$ cat config.mk
export PLATFORM = sky130hd
export DESIGN_NAME = msgbus_bridge
export DESIGN_NICKNAME = d
export VERILOG_FILES = /design/src/rtl/msgbus_bridge.sv
export SDC_FILE = /design/constraint.sdc
export NUM_CORES = 1
export LEC_CHECK = 0
export BUFFER_PORTS_ARGS = -buffer_cell sky130_fd_sc_hd__buf_2
export CAP_MARGIN = 20
export CELL_PAD_IN_SITES_DETAIL_PLACEMENT = 0
export CELL_PAD_IN_SITES_GLOBAL_PLACEMENT = 1
export CORE_UTILIZATION = 38
export CTS_CLUSTER_DIAMETER = 30
export CTS_CLUSTER_SIZE = 12
export DETAILED_ROUTE_END_ITERATION = 6
export HOLD_SLACK_MARGIN = 0.15
export PLACE_DENSITY_LB_ADDON = 0.1
export SETUP_SLACK_MARGIN = 0.2
export SYNTH_ARGS = -nofsm -noshare
export SYNTH_HDL_FRONTEND = slang
export SYNTH_SLANG_ARGS = --single-unit
$ cat constraint.sdc
create_clock -name clk -period 2.62 [get_ports clk]
set_clock_uncertainty 0.1 [all_clocks]
set_input_delay 0 -clock clk [delete_from_list [all_inputs] [get_ports clk]]
set_output_delay 0 -clock clk [all_outputs]
set_load 0.01 [all_outputs]
$ cat src/rtl/msgbus_bridge.sv
module msgbus_bridge #(
  parameter int          AW       = 8,
  parameter int          DW       = 32,
  parameter logic [7:0]  CTRL_OFS = 8'hD0,
  parameter logic [7:0]  DATA_OFS = 8'hD4,
  parameter logic [7:0]  EXT_OFS  = 8'hD8,
  parameter logic [7:0]  OP_RD    = 8'h10,
  parameter logic [7:0]  OP_WR    = 8'h11
) (
  input  logic          clk,
  input  logic          rst_n,
  input  logic          reg_wr_en,
  input  logic [AW-1:0] reg_wr_addr,
  input  logic [DW-1:0] reg_wr_data,
  output logic          reg_wr_ready,
  input  logic [AW-1:0] reg_rd_addr,
  output logic [DW-1:0] reg_rd_data,
  output logic          mb_req_valid,
  input  logic          mb_req_ready,
  output logic [7:0]    mb_req_op,
  output logic [7:0]    mb_req_port,
  output logic [DW-1:0] mb_req_offset,
  output logic [3:0]    mb_req_be,
  output logic [DW-1:0] mb_req_wdata,
  input  logic          mb_rsp_valid,
  input  logic [DW-1:0] mb_rsp_data
);

  typedef enum logic [1:0] {S_IDLE, S_REQ, S_WAIT} seq_t;

  seq_t          seq_q;
  logic [DW-1:0] ctrl_q, data_q, ext_q;
  logic          wr_go, is_rd, is_wr;

  assign reg_wr_ready = (seq_q == S_IDLE);
  assign wr_go        = reg_wr_en && reg_wr_ready;
  assign mb_req_valid = (seq_q == S_REQ);

  assign mb_req_op     = ctrl_q[31:24];
  assign mb_req_port   = ctrl_q[23:16];
  assign mb_req_be     = ctrl_q[7:4];
  assign mb_req_offset = {ext_q[31:8], ctrl_q[15:8]};
  assign is_rd         = (mb_req_op == OP_RD);
  assign is_wr         = (mb_req_op == OP_WR);
  assign mb_req_wdata  = is_wr ? data_q : '0;

  always_comb begin
    case (reg_rd_addr)
      CTRL_OFS: reg_rd_data = ctrl_q;
      DATA_OFS: reg_rd_data = data_q;
      EXT_OFS:  reg_rd_data = ext_q;
      default:  reg_rd_data = '0;
    endcase
  end

  always_ff @(posedge clk) begin
    if (!rst_n) begin
      seq_q  <= S_IDLE;
      ctrl_q <= '0;
      data_q <= '0;
      ext_q  <= '0;
    end else begin
      case (seq_q)
        S_IDLE: if (wr_go) begin
          case (reg_wr_addr)
            CTRL_OFS: begin ctrl_q <= reg_wr_data; seq_q <= S_REQ; end
            DATA_OFS: data_q <= reg_wr_data;
            EXT_OFS:  ext_q  <= reg_wr_data;
            default:  ;
          endcase
        end
        S_REQ: if (mb_req_ready) seq_q <= is_rd ? S_WAIT : S_IDLE;
        S_WAIT: if (mb_rsp_valid) begin
          data_q <= mb_rsp_data;
          seq_q  <= S_IDLE;
        end
        default: seq_q <= S_IDLE;
      endcase
    end
  end

endmodule

==> results by group <==
Run status
  – Outcome: complete, no violations

Worst hold path
  – Worst Hold Endpoint: ctrl_q[4]$_SDFFE_PN0P_
  – Worst hold stages: 5
  – HP Class: in2reg
  – Hold_sp: reg_wr_addr[0]

Timing
  – Slew HR: 52.0%
  – Unrepaired setup endpoints after global routing: true
  – Setup WS post-layout: 0.317 ns
  – Total negative setup slack: 0 ns
  – Slew Limit Fails: 0
  – Final worst path period need: 2.30 ns
  – Min Hold Slack: 0.176 ns
  – Tightest Pin Transition: 0.719 ns
  – Final hold violations: 0
  – Final setup viols: 0
  – Max Fclk: 0.434 GHz
  – Period Utilization, post-route: 87.9%

Detailed routing
  – 1st-iter DRT viols: 366
  – Pre-antenna DRT Iters: 5
  – Via density per instance: 5.07
  – Routed vias: 5,184
  – WL/cell: 15.8 um
  – Post-route ant nets: 0
  – Final wirelength: 16,200 um
  – DRC viols: 0

Worst setup path
  – CP cell instances: dlygate4sd3_1 -> buf_4 -> nand2_1 -> dlygate4sd3_1 -> o21ai_0 -> dlygate4sd3_1
  – FF-to-FF End: ext_q[23]$_SDFFE_PN0P_
  – CP dominant cell by count: dlygate4sd3_1
  – Crit Path Max Fanout: 50
  – CP Data Required Time: 2.80 ns
  – Critical Path Sink Type: register
  – Top delay family on crit path: buffers and inverters
  – CP peak stage delay: 0.60 ns
  – Critical path class: in2reg
  – CP Launch Type: input port
  – R2R setup slack: 0.38 ns
  – CP Data Arrival Time: 2.48 ns
  – Critical-path top delay cell: dlygate4sd3_1
  – WP buf/inv: 4
  – Stages on worst setup path: 6
  – Worst Reg-to-Reg Cells: 6
  – Reg2reg start: seq_q[1]$_SDFFE_PN0P_

GRT
  – Vias in the first global route: 4,959
  – All-Layer GR Usage: 22.5%
  – First-pass GRT wire length: 25,500 um
  – Largest net degree at the start of global routing: 53
  – Total grt overflow: 0
  – Initial antenna violation count: 0

Clock tree
  – Clk root buf: clkbuf_16
  – CTS tree: done
  – Htree depth: 3
  – CTS Buffer Depth: 2
  – Num CTS Buffers: 9
  – Clock Pin Slew Worst Setup and Hold Paths: 0.06 ns
  – Clock sink count: 98
  – Worst skew pair latency: 0.34 ns
  – Post-CTS setup buffers: 0

Power
  – P per Cell Area: 436 nW/um^2
  – P_leak: 0.00318 uW
  – Max rail drop VDD: 262 uV

Floorplan
  – I/O pins: 203
  – Rows: 42
  – Core box area: 13,500 um^2
  – Initial core utilization: 39.6%
  – Die ar.: 14,500 um^2
  – Die width: 120 um
  – Die Ht: 120 um

Finish
  – Fin nets: 928
  – # diodes: 0
  – Area grow syn2layout: 32.8%
  – Fill cells: 1,349
  – Cell Count, Final, Fillers Out: 1,023
  – Share of cells above drive strength 1: 31.5%

Synthesis
  – Asr flop ratio synth: 0%
  – Yosys warnings: 0
  – Post-Synthesis Net Count: 740
  – Post-synth top flop: dfxtp_1
  – Synth cell types: 30
  – Syn Inst Count: 655
  – Post-Syn Area: 5330 um^2
  – Mapped Avg Cell Area: 8.14 um^2
  – Seq/Total Area, Yosys: 36.8%
  – Number of synthesized flops with an enable pin: 0
  – Count of state elements after synthesis: 98

Placed design
  – DP Wirelength: 10,800 um
  – Placed insts: 932
  – Routability cong.: 0.760
  – IO Port Bufs: 202
  – Post-place setup slack: 0.229 ns

Flow run
  – Max cap viols: 0
layout make-up:
type,instances,area (um^2),area share [%]
well taps,176,220,3.11
inverters,1,3.75,0.0530
clock inverters,3,40.0,0.565
repair buffers,292,1890,26.7
flip-flops and latches,98,1960,27.7
multi-input cells,441,2720,38.4
clock buffers,12,246,3.48
through the flow:
step,instance area (um^2),power (uW),utilization [%]
2_1_floorplan,5330,1630,-
3_3_place_gp,6030,1740,44.8
3_5_place_dp,6030,1740,44.8
4_1_cts,7080,3120,52.6
5_1_grt,7080,3220,52.7
6_report,7080,3090,52.7
where the power goes:
| group | internal (uW) | leakage (uW) | switching, uW |
|---|---|---|---|
| clock network | 758 | 0.000142 | 540 |
| logic | 153 | 0.00225 | 141 |
| registers | 1490 | 0.000789 | 1.88 |
| total | 2400 | 0.00318 | 683 |
how the worst max path moves through the flow:
| stage | start | to |
|---|---|---|
| finish | rst_n | ctrl_q[19]$_SDFFE_PN0P_ |
| global route | seq_q[1]$_SDFFE_PN0P_ | ext_q[23]$_SDFFE_PN0P_ |
| CTS | seq_q[1]$_SDFFE_PN0P_ | data_q[31]$_SDFFE_PN0P_ |
| detailed placement | seq_q[1]$_SDFFE_PN0P_ | data_q[31]$_SDFFE_PN0P_ |
| global placement | seq_q[0]$_SDFFE_PN0P_ | data_q[31]$_SDFFE_PN0P_ |
| floorplan | seq_q[1]$_SDFFE_PN0P_ | data_q[1]$_SDFFE_PN0P_ |
worst register-to-register path, cell delays in order, from the launching register on:
cell and delay, ns:
dfxtp_1 0.38, nor4b_2 0.35, nand4_1 0.19, buf_4 0.30
nand3_1 0.16, o21ai_0 0.08, dlygate4sd3_1 0.57
cells in the final DEF, fill, tap and decap left out, types with 2 or more instances in the layout:
cell type      synthesis  layout
buf_2                  8     201
dfxtp_1               98      98
dlygate4sd3_1          0      76
nor2_1                67      66
mux2i_1               64      64
nand3_1               64      64
o21ai_0               64      64
a21oi_1               34      34
nand2_1               33      33
o31ai_1               33      33
and2_1                33      32
a21oi_2               30      30
buf_4                 52      14
clkbuf_16              0       9
nand4b_1               2       2
nor2b_4                0       2
nand4_1                2       2
clkinv_2               0       2
clkbuf_1              42       2
synthesized netlist by cell type, types with 3 or more instances:
| cell | instances | area, um^2 |
|---|---|---|
| buf_2 | 8 | 40.0 |
| buf_1 | 8 | 30.0 |
| mux2i_1 | 64 | 641 |
| buf_6 | 5 | 56.3 |
| a21oi_1 | 34 | 170 |
| a21oi_2 | 30 | 263 |
| nor2_1 | 67 | 251 |
| buf_4 | 52 | 390 |
| nand2_1 | 33 | 124 |
| o21ai_0 | 64 | 320 |
| nor2b_1 | 3 | 18.8 |
| nand3_1 | 64 | 320 |
| dfxtp_1 | 98 | 1960 |
| and2_1 | 33 | 206 |
| o31ai_1 | 33 | 248 |
| clkbuf_1 | 42 | 158 |
what timing repair did:
action | in CTS | in global routing
gates resized for setup | 0 | 2
setup endpoints to repair | 0 | 34
endpoints found under the hold margin | 98 | 0
hold buffers | 76 | 0
layer usage:
metal	wire length, um	global-route usage (%)	vias up
met4	315	8.64	0
met1	7600	29.8	2390
met3	840	3.02	24
li1	-	-	2591
met2	7440	37.1	179
met5	0	0	-
sequential cells by signal (all words and copies together), names as in the netlist:
name	cells
ext_q	32
data_q	32
ctrl_q	32
seq_q	2
cells by family after synthesis:
family,count (synthesis),synth area share [%]
buf+inv,116,12.7
simple gates,214,19.3
flops,98,36.8
compound gates,162,18.9
mux,65,12.3
No activity file was read; power rests on OpenSTA's default activity.
